===== config.mk =====
export PLATFORM = sky130hd
export DESIGN_NAME = duty_fit_engine
export DESIGN_NICKNAME = d
export VERILOG_FILES = /design/src/rtl/duty_fit_pkg.sv /design/src/rtl/fit_divider.sv /design/src/rtl/fit_cand_eval.sv /design/src/rtl/duty_fit_engine.sv
export SDC_FILE = /design/constraint.sdc
export NUM_CORES = 2
export LEC_CHECK = 0
export BUFFER_PORTS_ARGS = -buffer_cell sky130_fd_sc_hd__buf_4
export CORE_AREA = 10 10 268 372
export DETAILED_ROUTE_END_ITERATION = 6
export DIE_AREA = 0 0 278 382
export PLACE_DENSITY = 0.69
export SYNTH_ARGS = -nofsm -noshare
export SYNTH_HDL_FRONTEND = slang
export SYNTH_HIERARCHICAL = 1
export SYNTH_SLANG_ARGS = --single-unit

===== constraint.sdc =====
create_clock -name clk_i -period 12.7 [get_ports clk_i]
set_clock_uncertainty 0.2 [all_clocks]
set_input_delay 1.905 -clock clk_i [delete_from_list [all_inputs] [get_ports clk_i]]
set_output_delay 1.905 -clock clk_i [all_outputs]
set_load 0.01 [all_outputs]

===== src/rtl/duty_fit_pkg.sv =====
package duty_fit_pkg;

    typedef enum logic [2:0] {
        ST_IDLE,
        ST_OFF_DIV,
        ST_FRQ_DIV,
        ST_PICK,
        ST_DONE
    } fit_state_t;

    function automatic logic [63:0] abs_gap(input logic [63:0] a, input logic [63:0] b);
        return (a >= b) ? (a - b) : (b - a);
    endfunction

endpackage


===== src/rtl/fit_divider.sv =====
module fit_divider #(
    parameter int W = 40
) (
    input  logic         clk_i,
    input  logic         rst_ni,
    input  logic         go_i,
    input  logic [W-1:0] num_i,
    input  logic [W-1:0] den_i,
    output logic [W-1:0] quo_o,
    output logic         fin_o
);
    localparam int CW = $clog2(W + 1);

    logic [W-1:0]  rem_q, quo_q, num_q, den_q;
    logic [CW-1:0] left_q;
    logic          run_q;
    logic [W:0]    shifted;
    logic [W+1:0]  trial;

    assign shifted = {rem_q, quo_q[W-1]};
    assign trial   = {1'b0, shifted} - {2'b00, den_q};

    always_ff @(posedge clk_i or negedge rst_ni) begin
        if (!rst_ni) begin
            rem_q  <= '0;
            quo_q  <= '0;
            num_q  <= '0;
            den_q  <= '0;
            left_q <= '0;
            run_q  <= 1'b0;
            fin_o  <= 1'b0;
        end else begin
            fin_o <= 1'b0;
            if (go_i) begin
                rem_q  <= '0;
                quo_q  <= num_i;
                num_q  <= num_i;
                den_q  <= den_i;
                left_q <= CW'(W);
                run_q  <= 1'b1;
            end else if (run_q) begin
                if (!trial[W+1]) begin
                    rem_q <= trial[W-1:0];
                    quo_q <= {quo_q[W-2:0], 1'b1};
                end else begin
                    rem_q <= shifted[W-1:0];
                    quo_q <= {quo_q[W-2:0], 1'b0};
                end
                left_q <= left_q - 1'b1;
                if (left_q == CW'(1)) begin
                    run_q <= 1'b0;
                    fin_o <= 1'b1;
                end
            end
        end
    end

    assign quo_o = quo_q;

    logic [2*W-1:0] back_prod;
    assign back_prod = (2*W)'(quo_q) * (2*W)'(den_q);


    quotient_floor_chk: assert property (@(posedge clk_i) disable iff (!rst_ni)
        fin_o |-> (back_prod <= (2*W)'(num_q)) &&
                  (((2*W)'(num_q) - back_prod) < (2*W)'(den_q)));

endmodule


===== src/rtl/fit_cand_eval.sv =====
module fit_cand_eval #(
    parameter int W = 40
) (
    input  logic [W-1:0] cand_i,
    input  logic [W-1:0] target_i,
    input  logic [W-1:0] best_err_i,
    output logic [W-1:0] cand_err_o,
    output logic         take_o
);
    always_comb begin
        cand_err_o = (cand_i >= target_i) ? (cand_i - target_i) : (target_i - cand_i);
        take_o     = (cand_err_o <= best_err_i);
    end
endmodule


===== src/rtl/duty_fit_engine.sv =====
module duty_fit_engine
    import duty_fit_pkg::*;
#(
    parameter int FREQ_W  = 32,
    parameter int CNT_W   = 8,
    parameter int MAXIN_W = 16
) (
    input  logic                      clk_i,
    input  logic                      rst_ni,
    input  logic                      start_i,
    input  logic [FREQ_W-1:0]         target_i,
    input  logic [FREQ_W-1:0]         stock_i,
    input  logic [MAXIN_W-1:0]        max_per_i,
    output logic                      busy_o,
    output logic                      done_o,
    output logic [CNT_W-1:0]          off_o,
    output logic [CNT_W-1:0]          on_o,
    output logic [FREQ_W+CNT_W-1:0]   freq_o
);
    localparam int PROD_W = FREQ_W + CNT_W;
    localparam int PER_CAP = (1 << CNT_W) - 1;

    fit_state_t state_q, state_d;

    logic [FREQ_W-1:0] tgt_q, stk_q;
    logic [CNT_W-1:0]  per_q, off_q, on_q;
    logic [PROD_W-1:0] cand_q;
    logic [CNT_W-1:0]  best_off_q, best_on_q;
    logic [PROD_W-1:0] best_frq_q, best_err_q;
    logic              div_go_q;

    logic [CNT_W-1:0]  per_clamped;
    logic              early_exit;
    logic [PROD_W-1:0] div_num, div_den, div_quo;
    logic              div_fin;
    logic [PROD_W-1:0] cand_err;
    logic              cand_take;

    assign per_clamped = (max_per_i > MAXIN_W'(PER_CAP)) ? CNT_W'(PER_CAP)
                                                         : max_per_i[CNT_W-1:0];
    assign early_exit  = (stock_i == '0) || (per_clamped == '0);

    always_comb begin
        if (state_q == ST_OFF_DIV) begin
            div_num = PROD_W'(tgt_q) * PROD_W'(per_q);
            div_den = PROD_W'(stk_q);
        end else begin
            div_num = PROD_W'(stk_q) * PROD_W'(off_q);
            div_den = PROD_W'(per_q);
        end
    end

    fit_divider #(.W(PROD_W)) div_i (
        .clk_i (clk_i),
        .rst_ni(rst_ni),
        .go_i  (div_go_q),
        .num_i (div_num),
        .den_i (div_den),
        .quo_o (div_quo),
        .fin_o (div_fin)
    );

    fit_cand_eval #(.W(PROD_W)) eval_i (
        .cand_i    (cand_q),
        .target_i  (PROD_W'(tgt_q)),
        .best_err_i(best_err_q),
        .cand_err_o(cand_err),
        .take_o    (cand_take)
    );

    // state register
    always_ff @(posedge clk_i or negedge rst_ni) begin
        if (!rst_ni) state_q <= ST_IDLE;
        else         state_q <= state_d;
    end

    // next state
    always_comb begin
        state_d = state_q;
        unique case (state_q)
            ST_IDLE:    if (start_i) state_d = early_exit ? ST_DONE : ST_OFF_DIV;
            ST_OFF_DIV: if (div_fin) state_d = ST_FRQ_DIV;
            ST_FRQ_DIV: if (div_fin) state_d = ST_PICK;
            ST_PICK:    state_d = (per_q == CNT_W'(1)) ? ST_DONE : ST_OFF_DIV;
            ST_DONE:    state_d = ST_IDLE;
            default:    state_d = ST_IDLE;
        endcase
    end

    // datapath and outputs
    always_ff @(posedge clk_i or negedge rst_ni) begin
        if (!rst_ni) begin
            tgt_q      <= '0;
            stk_q      <= '0;
            per_q      <= '0;
            off_q      <= '0;
            on_q       <= '0;
            cand_q     <= '0;
            best_off_q <= '0;
            best_on_q  <= '0;
            best_frq_q <= '0;
            best_err_q <= '0;
            div_go_q   <= 1'b0;
            off_o      <= '0;
            on_o       <= '0;
            freq_o     <= '0;
        end else begin
            div_go_q <= 1'b0;
            unique case (state_q)
                ST_IDLE: begin
                    if (start_i) begin
                        tgt_q      <= target_i;
                        stk_q      <= stock_i;
                        per_q      <= per_clamped;
                        best_off_q <= CNT_W'(1);
                        best_on_q  <= '0;
                        best_frq_q <= PROD_W'(stock_i);
                        best_err_q <= (stock_i >= target_i) ? PROD_W'(stock_i - target_i)
                                                            : PROD_W'(target_i - stock_i);
                        if (early_exit) begin
                            off_o  <= CNT_W'(1);
                            on_o   <= '0;
                            freq_o <= PROD_W'(stock_i);
                        end else begin
                            div_go_q <= 1'b1;
                        end
                    end
                end
                ST_OFF_DIV: begin
                    if (div_fin) begin
                        off_q    <= div_quo[CNT_W-1:0];
                        on_q     <= per_q - div_quo[CNT_W-1:0];
                        div_go_q <= 1'b1;
                    end
                end
                ST_FRQ_DIV: begin
                    if (div_fin) cand_q <= div_quo;
                end
                ST_PICK: begin
                    if (cand_take) begin
                        best_off_q <= off_q;
                        best_on_q  <= on_q;
                        best_frq_q <= cand_q;
                        best_err_q <= cand_err;
                    end
                    if (per_q == CNT_W'(1)) begin
                        off_o  <= cand_take ? off_q  : best_off_q;
                        on_o   <= cand_take ? on_q   : best_on_q;
                        freq_o <= cand_take ? cand_q : best_frq_q;
                    end else begin
                        per_q    <= per_q - 1'b1;
                        div_go_q <= 1'b1;
                    end
                end
                ST_DONE: ;
                default: ;
            endcase
        end
    end

    assign busy_o = (state_q == ST_OFF_DIV) || (state_q == ST_FRQ_DIV) || (state_q == ST_PICK);
    assign done_o = (state_q == ST_DONE);


    done_single_chk: assert property (@(posedge clk_i) disable iff (!rst_ni)
        done_o |=> !done_o);


    busy_done_excl_chk: assert property (@(posedge clk_i) disable iff (!rst_ni)
        !(busy_o && done_o));


    idle_hold_chk: assert property (@(posedge clk_i) disable iff (!rst_ni)
        (!busy_o && !start_i) |=> $stable(freq_o) && $stable(off_o) && $stable(on_o));


    busy_start_ignored_chk: assert property (@(posedge clk_i) disable iff (!rst_ni)
        (busy_o && start_i) |=> $stable(tgt_q) && $stable(stk_q));


    period_range_chk: assert property (@(posedge clk_i) disable iff (!rst_ni)
        busy_o |-> (per_q != '0));


    count_sum_chk: assert property (@(posedge clk_i) disable iff (!rst_ni)
        done_o |-> (CNT_W'(off_o + on_o) != '0));


    err_bound_chk: assert property (@(posedge clk_i) disable iff (!rst_ni)
        done_o |-> (abs_gap(64'(freq_o), 64'(tgt_q)) <= abs_gap(64'(stk_q), 64'(tgt_q))));

endmodule


==> reports/metrics.yaml <==
required_ns: 13.00
syn_avg_cell_area_sq_um: 8.38
synthDistinctLibCells: 96
cp_max_fo: 45
cts_made_buffers: 51
ios: 141
maxCapViolCount: 0
cpPeakStageDelay_ns: 0.98
grt_use_total_pct: 28.0
hp-class: "flop to flop"
dpl.hpwl_mm: 119
vias: 38800
synthCells: 5481
rsz0062_at_grt: "no"
syn_area_sq_um: 45900
antenna_left: 0
cts_resized: 0
rows: 132
synth-edff-count: 0
holdPathEnd: "freq_o[28]$_DFFE_PN0P_"
final_util_pct: 53.6
slew_viol_final: 0
wirelength_mm: 151
holdBufCountCts: 0
r2r_cells: 28
ctsRootBufferMaster: "clkbuf_16"
critical_path.top_delay_family: "compound AO/OA/AOI/OAI gates"
htreeDepth: 2
worstPathArrival_ns: 10.00
die_w_um: 278
drc: 0
place.gp.congestion: 0.954
worstMarginPinSlew_ns: 1.16
min_from: "freq_o[28]$_DFFE_PN0P_"
crit_path_end_kind: "flop"
via_per_inst: 5.80
start_util_pct: 49.7
async_flop_share_pct: 100
grt_pass1_wl_mm: 235
fillers: 8844
antenna_found_initial: 11
wl_per_cell_um: 22.5
max_clock_freq_ghz: 0.103
layout-drive-gt1-share_pct: 7.17
r2r_setup_slack_ns: 3.00
setup_viol: 0
clockBufferDepth: 3
yosysSeqAreaShare_pct: 22.4
worstReg2RegStart: "tgt_q[25]$_DFFE_PN0P_"
grt_pass1_vias: 40200
yosysTopAreaCell: "dfrtp_1"
yosysMostFrequentCell: "inv_1"
synth-seq-cells: 412
insertion_delay_ns: 0.64
die_area_sq_um: 106000
critPathLaunchType: "flop"
crit_top_cell: "a21o_1"
synth.top_cell.area_share_pct: 22.4
nNetsFinal: 6246
first_iter_violations: 3020
clk_pin_slew_ns: 0.06
synth_area_leaders: "dfrtp_1, fa_1, ha_1, and2_1, inv_1"
crit_slowest_cell: "and2_1"
ys.flop_type: "dfrtp_1"
critical_path_buf_inv_count: 4
holdWs_ns: 0.277
timing.rr.end: "best_err_q[7]$_DFFE_PN0P_"
clock_sinks: 412
die_height_um: 382
grt-ovfl-total: 0
slew_headroom_pct: 22.4
yosys-top-cells-count: "inv_1, nand2_1, and2_1, o21ai_0, dfrtp_1"
tritoncts: "built"
fin_tns_setup_ns: 0
finalCritPeriodShare_pct: 76.4
drt_pre_antenna_iters: 6
period_minus_slack_ns: 9.70
status: "finished clean"
hold_violations: 0
portBuffers: 140
hold_path_depth: 2
grt_max_degree: 105
critical_path_class: "flop to flop"
yosys_warnings: 6
cts_setup_buffers: 0
syn_to_final_growth_pct: 7.86
core_area_sq_um: 92500
-- kinds of logic (layout without fill, tap and decap cells) --
logic type | Yosys count | in the layout | share of synthesized area, %
AOI/OAI and AO/OA | 1344 | 1344 | 18.3
xor gates and xnor gates | 174 | 174 | 3.32
adders and majority gates | 720 | 720 | 25.6
buffers and inverters | 971 | 951 | 8.16
DFF | 412 | 412 | 22.4
muxes | 190 | 190 | 4.27
other | 1 | 29 | 0.00816
and+or+nand+nor | 1669 | 1669 | 17.9
-- how the worst max path moves through the flow --
stage / cells past startpoint / startpoint / slack (ns) / endpoint
final: 28 / tgt_q[25]$_DFFE_PN0P_ / 3.00 / best_err_q[7]$_DFFE_PN0P_
after global routing: 28 / tgt_q[25]$_DFFE_PN0P_ / 2.59 / best_err_q[28]$_DFFE_PN0P_
after CTS: 28 / tgt_q[25]$_DFFE_PN0P_ / 3.04 / best_err_q[20]$_DFFE_PN0P_
after detailed placement: 28 / tgt_q[25]$_DFFE_PN0P_ / 3.11 / best_err_q[7]$_DFFE_PN0P_
after global placement: 28 / tgt_q[25]$_DFFE_PN0P_ / 3.15 / best_err_q[7]$_DFFE_PN0P_
after floorplan: 29 / tgt_q[15]$_DFFE_PN0P_ / 6.07 / freq_o[32]$_DFFE_PN0P_
-- sequential cells by signal, summed over array words and instances, names as in the netlist --
register      flops
best_err_q       40
best_frq_q       40
cand_q           40
div_i/den_q      40
div_i/quo_o      40
div_i/rem_q      40
freq_o           40
stk_q            32
tgt_q            32
best_off_q        8
best_on_q         8
off_o             8
off_q             8
on_o              8
on_q              8
per_q             8
div_i/left_q      6
state_q           3
div_go_q          1
div_i/fin_o       1
div_i/run_q       1
-- per-layer routing --
layer / GRT usage (%) / routed length (um) / vias up
met5: 0 / 39 / -
met1: 33.4 / 59900 / 19200
met4: 13.2 / 8020 / 6
met3: 3.00 / 7090 / 316
met2: 49.8 / 75800 / 1157
li1: - / - / 18200
-- area by class of cell --
| cell class | instances | area (sq um) | share of cell area (%) |
|---|---|---|---|
| multi-input cells | 4120 | 32000 | 64.6 |
| inverters | 673 | 2530 | 5.10 |
| flip-flops and latches | 412 | 10300 | 20.8 |
| clock inverters | 29 | 365 | 0.737 |
| diodes | 6 | 15.0 | 0.0303 |
| clock buffers | 64 | 1410 | 2.84 |
| repair buffers | 185 | 1400 | 2.82 |
| well taps | 1206 | 1510 | 3.05 |
-- worst min-delay path, delay by kind of cell (launching register included) --
kind             cells  cell delay [ns]
flip-flops           1             0.34
AO/OA/AOI/OAI        1             0.06
AND/OR/NAND/NOR      1             0.04
-- stage by stage --
step / worst slack (ns) / area (sq um) / instances
after floorplan: 6.07 / 46000 / 5503
after global placement: 3.15 / 47800 / 6596
after detailed placement: 3.11 / 47800 / 6596
after CTS: 3.04 / 49500 / 6689
after global routing: 2.59 / 49500 / 6689
final: 3.00 / 49500 / 6695
-- cells in the final DEF, fill, tap and decap left out, types with 34 or more instances in the layout --
master and count:
clkbuf_16 52, nand2_1 625, a21o_1 152, dfrtp_1 410, inv_1 673, mux2_2 49
and2_1 447, ha_1 354, a21oi_1 336, nor2_1 219, nand3_1 103, a31oi_1 35
o21bai_1 36, mux2i_1 141, nand4_1 49, o31ai_1 39, xnor2_1 100, nor3_1 43
nor2b_1 34, o21a_1 38, buf_4 184, xor2_1 74, fa_1 366, o21ai_0 442
Power is left out: the tool's default activity adds up to more than one toggle a clock period on the data nets, which glitch-free logic cannot reach.
